## config.mk

```make
export PLATFORM = sky130hd
export DESIGN_NAME = pci_rr_arbiter
export DESIGN_NICKNAME = d
export VERILOG_FILES = /design/src/rtl/pci_arb_pkg.sv /design/src/rtl/arb_rot_pick.sv /design/src/rtl/arb_idle_timer.sv /design/src/rtl/arb_broken_flags.sv /design/src/rtl/pci_rr_arbiter.sv
export SDC_FILE = /design/constraint.sdc
export NUM_CORES = 1
export LEC_CHECK = 0
export BUFFER_PORTS_ARGS = -buffer_cell sky130_fd_sc_hd__buf_2
export CAP_MARGIN = 20
export CORE_ASPECT_RATIO = 1.5
export CORE_MARGIN = 1.5
export CORE_UTILIZATION = 30
export CTS_BUF_LIST = sky130_fd_sc_hd__clkbuf_16
export DETAILED_ROUTE_END_ITERATION = 10
export PLACE_DENSITY = 0.54
export SETUP_SLACK_MARGIN = 0.5
export SYNTH_ARGS = -nofsm -noshare
export SYNTH_HDL_FRONTEND = slang
export SYNTH_HIERARCHICAL = 1
export SYNTH_SLANG_ARGS = --single-unit
```

## constraint.sdc

```tcl
create_clock -name clk -period 2.3 [get_ports clk]
set_clock_uncertainty 0.1 [all_clocks]
set_input_delay 0 -clock clk [delete_from_list [all_inputs] [get_ports clk]]
set_output_delay 0 -clock clk [all_outputs]
set_load 0.01 [all_outputs]
```

## src/rtl/pci_arb_pkg.sv

```systemverilog
// Shared types for the rotating-priority bus arbiter.
// Assumes: consumers import the package; no state lives here.
package pci_arb_pkg;

    // Action taken by the grant register at the next rising edge.
    typedef enum logic [1:0] {
        ACT_HOLD  = 2'd0,   // keep the current grant (or no grant)
        ACT_DROP  = 2'd1,   // deassert all grants (handover gap, disable, removal)
        ACT_GRANT = 2'd2,   // grant the arbitration winner
        ACT_PARK  = 2'd3    // re-assert the grant on the last owner
    } arb_act_e;

endpackage

```

## src/rtl/arb_rot_pick.sv

```systemverilog
// Rotating-priority picker.
// Finds the first eligible master, searching from the index after
// last_idx and wrapping from N_MST-1 back to 0, so that last_idx
// has the lowest priority. Purely combinational.
// Assumes: last_idx < N_MST.
module arb_rot_pick #(
    parameter int N_MST = 3,
    parameter int IDX_W = 2
) (
    input  logic [N_MST-1:0] elig,
    input  logic [IDX_W-1:0] last_idx,
    output logic             win_vld,
    output logic [IDX_W-1:0] win_idx
);

    // Walk the candidates in rotated order; keep the first hit.
    always_comb begin
        win_vld = 1'b0;
        win_idx = '0;
        for (int k = 1; k <= N_MST; k++) begin
            int cand;
            cand = int'(last_idx) + k;
            if (cand >= N_MST) cand = cand - N_MST;
            if (!win_vld && elig[cand]) begin
                win_vld = 1'b1;
                win_idx = IDX_W'(cand);
            end
        end
    end

endmodule

```

## src/rtl/arb_idle_timer.sv

```systemverilog
// Idle watchdog for the granted master.
// Counts consecutive edges at which watch_en is high. hit is high
// during the cycle in which the TMO-th consecutive such edge
// occurs. The count restarts on hit or whenever watch_en is low.
// Assumes: TMO >= 2.
module arb_idle_timer #(
    parameter int TMO = 16
) (
    input  logic clk,
    input  logic rst_n,
    input  logic watch_en,
    output logic hit
);
    localparam int CNT_W = $clog2(TMO + 1);

    logic [CNT_W-1:0] cnt_q;

    // The last counted edge is the one that reaches the limit.
    assign hit = watch_en && (cnt_q == CNT_W'(TMO - 1));

    // Advance, or restart on a gap or on the limit.
    always_ff @(posedge clk) begin
        if (!rst_n)                cnt_q <= '0;
        else if (!watch_en || hit) cnt_q <= '0;
        else                       cnt_q <= cnt_q + 1'b1;
    end

endmodule

```

## src/rtl/arb_broken_flags.sv

```systemverilog
// Per-master sticky broken flags.
// A set pulse raises the flag; a re-enable pulse clears it.
// If both arrive in the same cycle, the set wins.
// Assumes: set is one-hot or zero.
module arb_broken_flags #(
    parameter int N_MST = 3
) (
    input  logic             clk,
    input  logic             rst_n,
    input  logic [N_MST-1:0] set,
    input  logic [N_MST-1:0] clr,
    output logic [N_MST-1:0] flag
);

    for (genvar g = 0; g < N_MST; g++) begin : g_flag
        // One sticky bit per master.
        always_ff @(posedge clk) begin
            if (!rst_n)      flag[g] <= 1'b0;
            else if (set[g]) flag[g] <= 1'b1;
            else if (clr[g]) flag[g] <= 1'b0;
        end
    end

endmodule

```

## src/rtl/pci_rr_arbiter.sv

```systemverilog
// Central rotating-priority bus arbiter (top).
// Grants one of N_MST masters at a time, inserts a one-clock gap on
// every handover, parks on the last owner, and removes a master that
// holds the grant while requesting on an idle bus for IDLE_TMO clocks.
// Assumes: all inputs are synchronous to clk; reset is synchronous
// and active low; grants are registered.
module pci_rr_arbiter #(
    parameter int N_MST    = 3,
    parameter int IDLE_TMO = 16
) (
    input  logic             clk,
    input  logic             rst_n,
    input  logic             arb_en_i,
    input  logic [N_MST-1:0] req_n_i,
    input  logic             frame_n_i,
    input  logic             irdy_n_i,
    input  logic [N_MST-1:0] mst_en_i,
    input  logic [N_MST-1:0] reenable_i,
    output logic [N_MST-1:0] gnt_n_o,
    output logic [N_MST-1:0] broken_o
);
    import pci_arb_pkg::*;

    localparam int IDX_W = (N_MST > 1) ? $clog2(N_MST) : 1;

    logic [IDX_W-1:0] cur_q;       // last granted master, lowest priority
    logic             parked_q;    // a grant has happened since reset
    logic [N_MST-1:0] gnt_q;       // active-high grant vector
    logic [N_MST-1:0] broken_q;
    logic [N_MST-1:0] elig;
    logic [N_MST-1:0] mark_set;
    logic             bus_idle;
    logic             park_ok;
    logic             cur_req;
    logic             watch_en;
    logic             tmo_hit;
    logic             win_vld;
    logic [IDX_W-1:0] win_idx;
    arb_act_e         act;

    // Eligible requests: asserted, enabled, not removed.
    assign elig     = ~req_n_i & mst_en_i & ~broken_q;
    assign bus_idle = frame_n_i & irdy_n_i;
    assign cur_req  = elig[cur_q];
    assign park_ok  = parked_q & mst_en_i[cur_q] & ~broken_q[cur_q];
    assign watch_en = arb_en_i & (|gnt_q) & bus_idle & cur_req;

    arb_rot_pick #(.N_MST(N_MST), .IDX_W(IDX_W)) u_pick (
        .elig     (elig),
        .last_idx (cur_q),
        .win_vld  (win_vld),
        .win_idx  (win_idx)
    );

    arb_idle_timer #(.TMO(IDLE_TMO)) u_timer (
        .clk      (clk),
        .rst_n    (rst_n),
        .watch_en (watch_en),
        .hit      (tmo_hit)
    );

    // Flag the current owner when its idle window expires.
    always_comb begin
        mark_set = '0;
        if (tmo_hit) mark_set[cur_q] = 1'b1;
    end

    arb_broken_flags #(.N_MST(N_MST)) u_flags (
        .clk   (clk),
        .rst_n (rst_n),
        .set   (mark_set),
        .clr   (reenable_i),
        .flag  (broken_q)
    );

    // Choose what the grant register does at the next edge.
    always_comb begin
        act = ACT_HOLD;
        if (!arb_en_i || tmo_hit) begin
            act = ACT_DROP;
        end else if (|gnt_q) begin
            if ((win_vld && (win_idx != cur_q)) || (!win_vld && !park_ok))
                act = ACT_DROP;
        end else if (win_vld) begin
            act = ACT_GRANT;
        end else if (park_ok) begin
            act = ACT_PARK;
        end
    end

    // Grant register, owner index and parking flag.
    always_ff @(posedge clk) begin
        if (!rst_n) begin
            gnt_q    <= '0;
            cur_q    <= IDX_W'(N_MST - 1);
            parked_q <= 1'b0;
        end else begin
            case (act)
                ACT_DROP: gnt_q <= '0;
                ACT_GRANT: begin
                    gnt_q          <= '0;
                    gnt_q[win_idx] <= 1'b1;
                    cur_q          <= win_idx;
                    parked_q       <= 1'b1;
                end
                ACT_PARK: begin
                    gnt_q        <= '0;
                    gnt_q[cur_q] <= 1'b1;
                end
                default: ;
            endcase
        end
    end

    assign gnt_n_o  = ~gnt_q;
    assign broken_o = broken_q;

endmodule

```

Yosys cells after proc, flatten, opt, wreduce, memory -nomap -nowiden
Cells that the tools add are included.
{"block": "totals", "register_bits": 14, "input_bits": 14, "out_inout_bits": 6, "wordCells": 105}
{"block": "classes", "add_sub_neg": 7, "magnitude_cmp": 10, "eq_ne": 5, "mux": 41, "bitwise": 13, "reduce_logical": 22}
{"cell": "greater-or-equal comparator 32 x 3 -> 1 bit (second input constant)", "count": 3}
{"cell": "less-than comparator 32 x 4 -> 1 bit (second input constant)", "count": 3}
{"cell": "two-way mux 32 bit", "count": 3}
{"cell": "subtractor 32 x 3 -> 32 bit (second input constant)", "count": 3}
{"cell": "two-way mux 1 bit", "count": 21}
{"cell": "two-way mux 2 bit", "count": 7}
{"cell": "binary-select mux 1 bit (select 2 bit)", "count": 6}
{"cell": "NOT 3 bit", "count": 3}
{"cell": "case mux 3 bit (3 select lines)", "count": 1}
{"cell": "logical AND 1 bit", "count": 7}
{"cell": "adder 2 x 2 -> 3 bit (second input constant)", "count": 2}
{"cell": "AND 1 bit", "count": 6}
{"cell": "AND 3 bit", "count": 2}
{"cell": "zero test 1 bit", "count": 6}
{"cell": "less-than comparator 2 x 3 -> 1 bit (second input constant)", "count": 2}
{"cell": "nonzero test 2 bit", "count": 3}
{"cell": "adder 5 x 1 -> 5 bit (second input constant)", "count": 1}
{"cell": "equality test 5 x 4 -> 1 bit (second input constant)", "count": 1}
{"cell": "demux 1 bit (select 2 bit)", "count": 2}
{"cell": "equality test 2 bit (second input constant)", "count": 2}
{"cell": "greater-or-equal comparator 2 x 1 -> 1 bit (second input constant)", "count": 2}
{"cell": "adder 2 x 1 -> 3 bit (second input constant)", "count": 1}
{"cell": "logical OR 1 bit", "count": 3}
{"cell": "two-way mux 3 bit", "count": 1}
{"cell": "6 further kinds", "count": 7}

Logic depth before layout (Yosys ltp)
Gate-level depths: netlist (run 1).
{"block": "logic_depth", "ltp_word": 21, "ltp_mapped": 11, "mapped_depth_nobuf": 11}

Cells and area by module
The synthesis (run 1) kept the hierarchy.
{"module": "pci_rr_arbiter", "n_inst": 1, "cells_each": 61, "area_per_inst_um2": 501.7, "seq_area_each_um2": 120.1}
{"module": "arb_idle_timer", "n_inst": 1, "cells_each": 21, "area_per_inst_um2": 212.7, "seq_area_each_um2": 100.1}
{"module": "arb_rot_pick", "n_inst": 1, "cells_each": 29, "area_per_inst_um2": 205.2, "seq_area_each_um2": 0.0}
{"module": "arb_broken_flags", "n_inst": 1, "cells_each": 9, "area_per_inst_um2": 123.9, "seq_area_each_um2": 60.1}

Worst setup path after synthesis (run 1)
Ideal clock, no wire load.
{"block": "synth_timing", "kind": "register to register", "startpoint": "register cur_q[0]", "endpoint": "register gnt_q[0]", "setup_time_ns": 0.123, "arrival_time_ns": 2.125, "t_required_ns": 2.077, "slack_ns": -0.048, "stages_incl_launch_ff": 12, "n_path_buf": 1, "period_less_slack_ns": 2.348, "cell_sequence": "dfxtp_1 > inv_1 > ha_1 > buf_2 > nor2_1 > o22ai_1 > a21boi_0 > xnor2_1 > a31oi_1 > o31ai_1 > nand3b_1 > mux2i_1"}
{"block": "synth_via", "elab_chain_cells": 21, "elab_cells_between_ends": 69}
{"element": "start, declared", "line": "pci_rr_arbiter.sv:26", "source": "logic [IDX_W-1:0] cur_q;"}
{"element": "start signal, assigned", "line": "pci_rr_arbiter.sv:95", "source": "cur_q <= IDX_W'(N_MST - 1);"}
{"element": "start signal, assigned", "line": "pci_rr_arbiter.sv:103", "source": "cur_q <= win_idx;"}
{"element": "adder 2 x 1 -> 3 bit", "line": "arb_rot_pick.sv:22", "source": "cand = int'(last_idx) + k;"}
{"element": "subtractor 32 x 3 -> 32 bit / greater-or-equal comparator 32 x 3 -> 1 bit (equally long branches)", "line": "arb_rot_pick.sv:23", "source": "if (cand >= N_MST) cand = cand - N_MST;"}
{"element": "two-way mux 32 bit", "line": "arb_rot_pick.sv:23"}
{"element": "binary-select mux 1 bit (select 2 bit)", "line": "arb_rot_pick.sv:24", "source": "if (!win_vld && elig[cand]) begin"}
{"element": "two-way mux 1 bit (not written as such) (2 in series)", "line": "arb_rot_pick.sv:24"}
{"element": "two-way mux 1 bit", "line": "arb_rot_pick.sv:24"}
{"element": "zero test 1 bit", "line": "arb_rot_pick.sv:24"}
{"element": "logical AND 1 bit", "line": "arb_rot_pick.sv:24"}
{"element": "(+4 left out)"}
{"element": "named net win_idx[1]", "line": "pci_rr_arbiter.sv:38", "source": "logic [IDX_W-1:0] win_idx;"}
{"element": "inequality test 2 bit", "line": "pci_rr_arbiter.sv:82", "source": "if ((win_vld && (win_idx != cur_q)) || (!win_vld && !park_ok))"}
{"element": "logical AND 1 bit", "line": "pci_rr_arbiter.sv:82"}
{"element": "logical OR 1 bit", "line": "pci_rr_arbiter.sv:82"}
{"element": "two-way mux 1 bit", "line": "pci_rr_arbiter.sv:82"}
{"element": "two-way mux 2 bit", "line": "pci_rr_arbiter.sv:81", "source": "end else if (|gnt_q) begin"}
{"element": "two-way mux 2 bit", "line": "pci_rr_arbiter.sv:79", "source": "if (!arb_en_i || tmo_hit) begin"}
{"element": "equality test 2 bit / equality test 2 x 1 -> 1 bit (equally long branches)", "line": "pci_rr_arbiter.sv:98", "source": "case (act)"}
{"element": "case mux 3 bit (3 select lines) / nonzero test 3 bit (equally long branches)"}
{"element": "end signal, assigned", "line": "pci_rr_arbiter.sv:99", "source": "ACT_DROP: gnt_q <= '0;"}
{"element": "end signal, assigned", "line": "pci_rr_arbiter.sv:101", "source": "gnt_q <= '0;"}
{"element": "end signal, assigned by index", "line": "pci_rr_arbiter.sv:102", "source": "gnt_q[win_idx] <= 1'b1;"}
{"element": "end, declared", "line": "pci_rr_arbiter.sv:28", "source": "logic [N_MST-1:0] gnt_q;"}
The timed path passes the listed nets; every way through them passes the cells marked *. The select of a mux whose other input is x is not followed.
A chain may end at the register's enable or synchronous reset.

Worst setup path in the final report (run 1)
{"block": "layout_timing", "startpoint": "register cur_q[0]", "endpoint": "register gnt_q[2]"}
{"block": "layout_via", "elab_chain_cells": 21, "elab_cells_between_ends": 69}
{"element": "adder 2 x 1 -> 3 bit", "line": "arb_rot_pick.sv:22"}
{"element": "subtractor 32 x 3 -> 32 bit / greater-or-equal comparator 32 x 3 -> 1 bit (equally long branches)", "line": "arb_rot_pick.sv:23"}
{"element": "two-way mux 32 bit", "line": "arb_rot_pick.sv:23"}
{"element": "binary-select mux 1 bit (select 2 bit)", "line": "arb_rot_pick.sv:24"}
{"element": "two-way mux 1 bit (not written as such) (2 in series)", "line": "arb_rot_pick.sv:24"}
{"element": "two-way mux 1 bit", "line": "arb_rot_pick.sv:24"}
{"element": "zero test 1 bit", "line": "arb_rot_pick.sv:24"}
{"element": "logical AND 1 bit", "line": "arb_rot_pick.sv:24"}
{"element": "(+4 left out)"}
{"element": "inequality test 2 bit / zero test 1 bit (equally long branches)", "line": "pci_rr_arbiter.sv:82"}
{"element": "logical AND 1 bit", "line": "pci_rr_arbiter.sv:82"}
{"element": "logical OR 1 bit", "line": "pci_rr_arbiter.sv:82"}
{"element": "two-way mux 1 bit", "line": "pci_rr_arbiter.sv:82"}
{"element": "two-way mux 2 bit", "line": "pci_rr_arbiter.sv:81"}
{"element": "two-way mux 2 bit", "line": "pci_rr_arbiter.sv:79"}
{"element": "equality test 2 bit / equality test 2 x 1 -> 1 bit (equally long branches)", "line": "pci_rr_arbiter.sv:98"}
{"element": "case mux 3 bit (3 select lines) / nonzero test 3 bit (equally long branches)"}
Parallel ways exist; a longest one is shown, timed or not. The select of a mux whose other input is x is not followed.

==> results.txt, run 1 <==
The share of the clock period used by the worst path after layout came out at 95.0%. Row generation in the floorplan step produced 26 rows. The warning count from the yosys run came out at 6. The total clock buffers created by CTS came out at 3.

The share of power burned in registers is between 20% and 30%. The die area is 3850 sq um. The power per unit of standard cell area came out at around 570 nW/um^2.

Net switching is roughly a third of the power. The worst slew margin relative to its limit came out at 78.9%. The setup path with the least slack is of type flip-flop to flip-flop.

The average wire per cell in the routed design is around 14 um. The met3 wire length is roughly 78 um. After synthesis the cells add up to 1040 sq um. The total I/O pin count came out at 20. The most used flip-flop cell after synthesis is sky130_fd_sc_hd__dfxtp_1. The leakage power of the design is between 0.0007 and 0.0008 uW. After synthesis the netlist holds a flip-flop and latch count of 14. The later pin in the worst-skew pair is clocked with a latency of 0.25 ns.

CTS built an H-tree with a depth of 1. The post-synth net total came out at 139. The first detailed-routing pass took 4 iterations. The flow ran to the end, and the final reports show no timing, DRC or antenna violations. Adding up every negative setup slack in the final design gives 0 ns.

The total via count in the routed design is 1060. The worst IR drop on VDD is 322 uV. For this run, the post-layout net count is 191. The fraction of layout cells with a size suffix above 1 is 55.0%. The largest total area in the synthesized netlist belongs to sky130_fd_sc_hd__dfxtp_1. For flop-to-flop paths, the worst setup slack is 0.12 ns. The final design area excluding fillers came out at between 1500 and 2000 sq um. The area growth from synthesis to layout came out at 67.5%. Sequential cells were found to cover 26.9% of the synthesized design area. The hold violation count in the final report was 0.

The floorplan step defined a core boundary enclosing 3350 sq um. Cells fill 52.2% of the core in the end. The routed design uses 1680 um of met2 wire. The number of buffer cells added on primary ports came out at 19.

At the placement stage, the worst setup path has a slack of 0.0111 ns. After detailed placement, the total cell area comes to 1310 sq um. The total count of max-transition violations in the final report is 0. The path depth of the worst reg2reg path is 7.

In this run the most critical hold path is launched from arb_en_i. The clock transition at the register clock pins on the worst setup and hold paths after CTS came out at 0.05 ns. The internal power of the cells totals around 700 uW.

The share of the synthesized area in the top cell type is between 20% and 30%. The initial DRC count is 29. The count of cells along the worst hold path came out at 4.

The first-pass GRT wire length came out at 4630 um. Yosys attributes the largest share of cell area to sky130_fd_sc_hd__dfxtp_1, sky130_fd_sc_hd__mux2i_1, sky130_fd_sc_hd__ha_1, sky130_fd_sc_hd__inv_1, sky130_fd_sc_hd__nor2b_4. The number of global-route vias before repair is 999. The final count of negative-setup-slack endpoints came out at 0. The critical path required time came out at 2.37 ns. The slew at the pin with the worst max-slew slack came out at 0.317 ns.

The antenna cell count is 0. The most critical setup path has its startpoint at cur_q[0]. The cell sitting at the root of the clock tree is a sky130_fd_sc_hd__clkbuf_16. The die is between 50 and 60 um wide. The number of synthesized flops with an enable pin came out at 0.

For this run, asynchronously set or reset flops after synthesis account for 0%. The worst register-to-register path begins at cur_q[0]. The initial cell density of the core came out at between 30% and 40%.

The number of different library cells used by synthesis comes to 42. The tightest min-delay check is of the input port to flip-flop type. The most common cell after layout, fill and taps aside is sky130_fd_sc_hd__buf_2.

The max capacitance violation total came out at 0. Setup repair after global routing could not meet its margin everywhere. The number of remaining DRC errors is 0. Setup slack on the critical path of the routed design comes to 0.115 ns. The overall global routing resource usage came out at between 15 and 20%.

The logic gate share of total power came out at 39.2%. The worst register-to-register path ends at gnt_q[2]. The weighted congestion at the end of routability-driven global placement came out at 0.733. The TritonCTS clock tree is built. The overflow left after global routing came out at 0. The peak fanout along the critical path came out at 5.

The clock period minus worst slack came out at about 2.2 ns. The switching power came out at 321 uW. Of the total power, the clock network draws 34.6%. The y dimension of the die came out at 75.2 um.

After detailed routing, the wire length on met1 is between 1000 and 1500 um. The worst setup path is captured at a flip-flop. The total detailed-routing wirelength is around 3000 um. For this design, the sink count on the clock tree is 14. The clock passes through at most 2 buffers.

The average via count per standard cell came out at 4.98. The worst endpoint data arrival time came out at 2.26 ns. STA classifies the critical path startpoint as a flip-flop. The number of antenna violations at the first check in global routing is 0. In this run the top signal layer used is met4.

Once detail routing completed, the nets flagged for antenna violations numbered 0. The average cell area after synthesis came out at about 8.7 sq um. In the layout the commonest cells are sky130_fd_sc_hd__buf_2, sky130_fd_sc_hd__buf_4, sky130_fd_sc_hd__inv_1, sky130_fd_sc_hd__dfxtp_1, sky130_fd_sc_hd__buf_6. The pin count of the biggest net entering global routing came out at 16. After legalization and detailed placement, the total HPWL measured 2100 um. The worst min-delay path endpoint is gnt_q[0]. The cell count after synthesis is 120. The worst hold slack after final layout is 0.236 ns. The achievable clock frequency came out at between 400 and 500 MHz.
-- logic make-up (layout without fill, tap and decap cells) --
| kind of cell | count (synthesis) | in the layout | synth area share [%] |
|---|---|---|---|
| simple gates | 51 | 51 | 31.7 |
| compound gates | 22 | 22 | 15.9 |
| buf+inv | 15 | 66 | 6.35 |
| flops | 14 | 14 | 26.9 |
| mux | 10 | 10 | 10.7 |
| fa+ha+maj | 5 | 5 | 6.00 |
| xor+xnor | 3 | 3 | 2.52 |
-- timing repair --
| item | in CTS | in global routing |
|---|---|---|
| setup endpoints to repair | 8 | 13 |
| hold endpoints to repair | 4 | 0 |
| hold buffers | 4 | 0 |
| resized for setup | 20 | 28 |
| buffers inserted | 12 | 7 |
| pin swaps | 14 | 24 |
-- sequential cells by signal, indices dropped and copies added, names as in the netlist --
name and flops:
gnt_q 3, u_flags/flag 3, cur_q 2, u_timer/cnt_q 5
parked_q 1
-- how the worst max path moves through the flow --
stage          slack [ns]        to  cells past startpoint
5_1_grt             0.009  gnt_q[2]                     10
3_3_place_gp         0.06  cur_q[1]                      9
3_5_place_dp         0.01  gnt_q[2]                     11
2_1_floorplan        0.28  gnt_q[0]                     10
6_report             0.12  gnt_q[2]                      7
4_1_cts              0.17  gnt_q[2]                     10
-- worst max-delay path, cell delays in order (launching register included) --
cell                       delay (ns)
sky130_fd_sc_hd__dfxtp_4         0.35
sky130_fd_sc_hd__buf_6           0.13
sky130_fd_sc_hd__buf_6           0.11
sky130_fd_sc_hd__mux2_4          0.29
sky130_fd_sc_hd__a221o_1         0.36
sky130_fd_sc_hd__nor4_2          0.26
sky130_fd_sc_hd__nand3b_1        0.25
sky130_fd_sc_hd__mux2i_1         0.24
-- synthesized netlist by cell type, types with 3 or more instances --
library cell and n:
sky130_fd_sc_hd__a21boi_0 3, sky130_fd_sc_hd__a21oi_1 3, sky130_fd_sc_hd__and2_1 5, sky130_fd_sc_hd__dfxtp_1 14, sky130_fd_sc_hd__ha_1 5, sky130_fd_sc_hd__inv_1 12, sky130_fd_sc_hd__mux2i_1 7, sky130_fd_sc_hd__nand3_1 6
sky130_fd_sc_hd__nor2_1 9, sky130_fd_sc_hd__nor2b_1 5, sky130_fd_sc_hd__nor2b_4 3, sky130_fd_sc_hd__nor3b_1 5, sky130_fd_sc_hd__o21a_1 3, sky130_fd_sc_hd__xnor2_1 3
-- power groups by stage --
stage               combinational [uW]  clock [uW]  sequential, uW
floorplan                          189           0             265
global placement                   258           0             268
detailed placement                 266           0             268
CTS                                323         348             261
global route                       421         358             263
finish                             393         347             262
-- stage by stage --
step / instances / power [uW]
after CTS: 206 / 932
final: 213 / 1000
after global routing: 213 / 1040
after global placement: 186 / 526
after floorplan: 120 / 455
after detailed placement: 186 / 533
-- area by class of cell --
| type | instances | area, sq um |
|---|---|---|
| fill | 313 | 1600 |
| multi-input combinational | 91 | 901 |
| timing repair buffer | 50 | 375 |
| sequential | 14 | 290 |
| clock buffer | 3 | 75.1 |
| tap | 42 | 52.6 |
| inverter | 12 | 50.0 |
| clock inverter | 1 | 3.75 |
-- layer usage --
layer  track usage [%]  up-vias
met5                 0        -
met4              8.11        0
met3              2.98        5
met2              32.3       18
met1              16.6      506
li1                  -      531
Power figures use the tool's default switching activity.
==> run 2, diff against run 1 <==
--- a/config.mk
+++ b/config.mk
@@ -16,5 +16,4 @@
 export SETUP_SLACK_MARGIN = 0.5
 export SYNTH_ARGS = -nofsm -noshare
 export SYNTH_HDL_FRONTEND = slang
-export SYNTH_HIERARCHICAL = 1
 export SYNTH_SLANG_ARGS = --single-unit
==> results.txt, run 2 <==
By instance count, the leading cell after synthesis is sky130_fd_sc_hd__dfxtp_1. The number of global-route vias before repair came to 1171 (+17%). The top cell types in the final layout, fill and taps aside, are sky130_fd_sc_hd__buf_4, sky130_fd_sc_hd__buf_2, sky130_fd_sc_hd__dfxtp_1, sky130_fd_sc_hd__nand3_1, sky130_fd_sc_hd__nor2_1. The hold violation count in the final report is 0 (unchanged). The critical path required time is 2.33 ns (-0.04 ns). The worst endpoint data arrival time is 2.44 ns (+0.18 ns).

The start of the worst register-to-register path is cur_q[1]. The number of synthesized flops with an enable pin came out at 0 (unchanged). The layout filler cell count came out at 306 (-2.2%). Among all flip-flop cells after synthesis, the most frequent one is sky130_fd_sc_hd__dfxtp_1. The register area share after synthesis was 27.6% (+0.76 points).

The max capacitance violation total is 0 (unchanged). The depth of the CTS H-tree came out at 1 (unchanged). The internal portion of total power is 734 uW (+7.7%). The maximum root-to-sink buffer count came out at 2 (unchanged). The die span in x came to 50.5 um (-1.3%).

The total I/O pin count came to 20 (unchanged). The critical path class is flip-flop to flip-flop. The antenna cell count came out at 0 (unchanged). The first-pass detailed-route iteration total is 4 (unchanged). In this run the worst hold path is classified as input port to flip-flop. The cell area after synthesis came out at 1010 sq um (-2.8%).

The slowest stage of the critical path is the sky130_fd_sc_hd__or4_4 cell. The total detailed-routing wirelength was 3040 um (+0.20%). The pin count of the biggest net entering global routing is 14 (-2). The fraction of layout cells with a size suffix above 1 was 46.9% (-8.0 points). The count of standard-cell rows came out at 25 (-3.8%). The clock network fraction of total power came out at 30.4% (-4.2 points). STA classifies the critical path startpoint as a flip-flop.

The origin of the worst setup path is cur_q[1]. The slew at the pin with the worst max-slew slack was 0.583 ns (+0.267 ns). The initial cell density of the core is 31.8% (+0.66 points). In this run the most critical hold path is launched from arb_en_i. The total clock buffers created by CTS came out at 3 (unchanged).

The power per unit of standard cell area came out at 655 nW/um^2 (+14%). The clock period minus worst slack came out at 2.41 ns (+0.228 ns). The logic gate share of total power came out at 44.2% (+5.0 points). The total count of max-transition violations in the final report came to 0 (unchanged). The area growth from synthesis to layout came out at 61.2%. The share of flip-flops with an asynchronous set or reset after synthesis is 0% (unchanged). The largest registers in the layout are u_timer.cnt_q (5), gnt_q (3), u_flags.flag (3). CTS placed an instance of sky130_fd_sc_hd__clkbuf_16 at the clock tree root. The latest clock arrival within the worst-skew pair came out at 0.24 ns (about the same).

The share of the synthesized area in the top cell type came out at 27.6% (+0.76 points). The final count of negative-setup-slack endpoints is 3 (+3). The total negative slack for setup checks is -0.313 ns (-0.313 ns).

The final worst slack is -0.113 ns (-0.228 ns). The number of remaining DRC errors was 0 (unchanged). The warning count from the yosys run came out at 0 (-6). The overall global routing resource usage was 17.3% (+0.71 points). The share of power burned in registers came out at 25.4% (-0.7 points). The critical path's top delay family is compound AO/OA/AOI/OAI gates. The average wire per cell in the routed design came out at 13.9 um (-2.5%). The average cell area after synthesis came out at 8.18 sq um (-5.9%). The clock transition at the register clock pins on the worst setup and hold paths after CTS is 0.04 ns (about the same). The y dimension of the die is 74.2 um (-1.3%).

The overflow left after global routing was 0 (unchanged). The post-synthesis cell type with the largest combined area is sky130_fd_sc_hd__dfxtp_1. The placeable core area was 3190 sq um (-4.8%). The worst setup path is captured at a flip-flop. The number of clock sinks seen by CTS came out at 14 (unchanged). The share of the clock period used by the worst path after layout is 105% (+9.9 points).

Setup repair after global routing could not meet its margin everywhere. The achievable clock frequency is 414 MHz (-9.4%). The leakage power of the design came to 0.000705 uW (-3.8%). The count of antenna-violating nets left after detailed routing is 0 (unchanged). The critical path goes through inv_4 > ha_4 > and2_4 > o21a_1 > or4_4 > o32a_1 > o21ai_2 > o31ai_2 > a22o_1. The half-perimeter wire length after detailed placement came to 2340 um (+11%). The most common cell after layout, fill and taps aside is sky130_fd_sc_hd__buf_4.

The register with the most flip-flops in the final layout is u_timer.cnt_q. The peak fanout along the critical path is 8 (+3). The die area is 3750 sq um (-2.6%). The number of antenna violations at the first check in global routing is 0 (unchanged). The total of flip-flops plus latches after synthesis is 14 (unchanged).

The layout net count came out at 200 (+4.7%). The post-synth net total came out at 144 (+3.6%). The distinct cell type count after synthesis came out at 43 (+2.4%).

The sum of buffers and inverters on the critical path came out at 1 (-1). Counting instances in the post-synthesis netlist gives the leading cell types as sky130_fd_sc_hd__dfxtp_1, sky130_fd_sc_hd__inv_1, sky130_fd_sc_hd__nor2_1. The total via count in the routed design came out at 1115 (+5.2%). Sorting the synthesized cells by area gives the leading types as sky130_fd_sc_hd__dfxtp_1, sky130_fd_sc_hd__ha_1, sky130_fd_sc_hd__nand3_1, sky130_fd_sc_hd__nor2b_1, sky130_fd_sc_hd__inv_1.

The flip-flop count of the largest register after layout came out at 5 (unchanged). The weighted congestion at the end of routability-driven global placement is 0.846 (+15%). The maximum single-stage delay on the critical path is 0.46 ns (+0.10 ns). The pre-CTS setup slack is -0.184 ns (-0.195 ns). The checks that failed: negative setup slack. The switching power share of the total came out at 31.5% (-0.54 points). TritonCTS built the clock tree. The average via count per standard cell came out at 5.09 (+2.3%). The cell count after synthesis is 124 (+3.3%). The worst IR drop on VDD is 601 uV (+87%). The run finished, with violations left. The first-pass GRT wire length came out at 4850 um (+4.8%). The initial DRC count is 27 (-6.9%). The switching power came out at 337 uW (+5.0%). The total power is 1070 uW (+6.8%).

The number of buffer cells added on primary ports came to 19 (unchanged). The worst slew margin relative to its limit is 60.6% (-18 points).
## run 2: layout make-up
type / instances / area (sq um) / area share, %
inverters: 11 / 43.8 / 2.68
multi-input cells: 96 / 793 / 48.5
flip-flops and latches: 14 / 287 / 17.5
well taps: 40 / 50.0 / 3.06
repair buffers: 54 / 383 / 23.4
clock buffers: 3 / 75.1 / 4.59
clock inverters: 1 / 3.75 / 0.230
## run 2: stage by stage
step	hold slack [ns]	area, sq um	util, %	instances
final	0.0782	1640	51.3	219
after global routing	0.124	1640	51.3	219
after CTS	0.0879	1580	49.5	217
after detailed placement	0.195	1370	42.8	204
after global placement	0.189	1370	42.8	204
after floorplan	0.0666	1060	-	124
## run 2: path summary, 6_finish.rpt
kind / to / slack [ns] / cells after the start
setup / recovery: gnt_q[1] / -0.11 / 9
hold / removal: u_timer.cnt_q[1] / 0.08 / 3
setup reg to reg: gnt_q[1] / -0.11 / 9
hold reg to reg: u_timer.cnt_q[0] / 0.36 / 1
## run 2: metal layers
layer | vias to the layer above | track usage (%) | wire length [um] | share of wire (%)
met1 | 520 | 16.6 | 1180 | 39
met4 | 0 | 12.0 | 120 | 4.0
met5 | - | 0 | 0 | 0
met2 | 22 | 33.8 | 1670 | 55
met3 | 10 | 2.01 | 69 | 2.3
li1 | 563 | - | - | -
## run 2: logic make-up (layout without fill, tap and decap cells)
| group | Yosys count | after routing | share of synthesized area [%] |
|---|---|---|---|
| and+or+nand+nor | 52 | 52 | 30.8 |
| DFF | 14 | 14 | 27.6 |
| adders and majority gates | 6 | 6 | 7.40 |
| AOI/OAI and AO/OA | 32 | 32 | 23.4 |
| xor gates and xnor gates | 4 | 4 | 3.45 |
| buffers and inverters | 14 | 69 | 5.30 |
| muxes | 2 | 2 | 1.97 |
## run 2: power by group through the flow
stage	logic, uW	registers [uW]	clock network (uW)
after floorplan	242	277	0
final	474	272	325
after global placement	385	276	0
after global routing	513	273	340
after CTS	434	272	333
after detailed placement	388	278	0
## run 2: repair_timing
action | 4_1_cts | 5_1_grt
endpoints found under the hold margin | 6 | 0
pin swaps | 14 | 9
hold buffers | 4 | 0
setup buffers | 5 | 2
gates resized for setup | 16 | 11
endpoints found under the setup margin | 14 | 14
## run 2: worst reg2reg max path: stages, from the launching register on
cell and delay, ns:
sky130_fd_sc_hd__dfxtp_4 0.36, sky130_fd_sc_hd__inv_4 0.05, sky130_fd_sc_hd__ha_4 0.27, sky130_fd_sc_hd__and2_4 0.17, sky130_fd_sc_hd__o21a_1 0.19, sky130_fd_sc_hd__or4_4 0.46
sky130_fd_sc_hd__o32a_1 0.32, sky130_fd_sc_hd__o21ai_2 0.09, sky130_fd_sc_hd__o31ai_2 0.07, sky130_fd_sc_hd__a22o_1 0.23
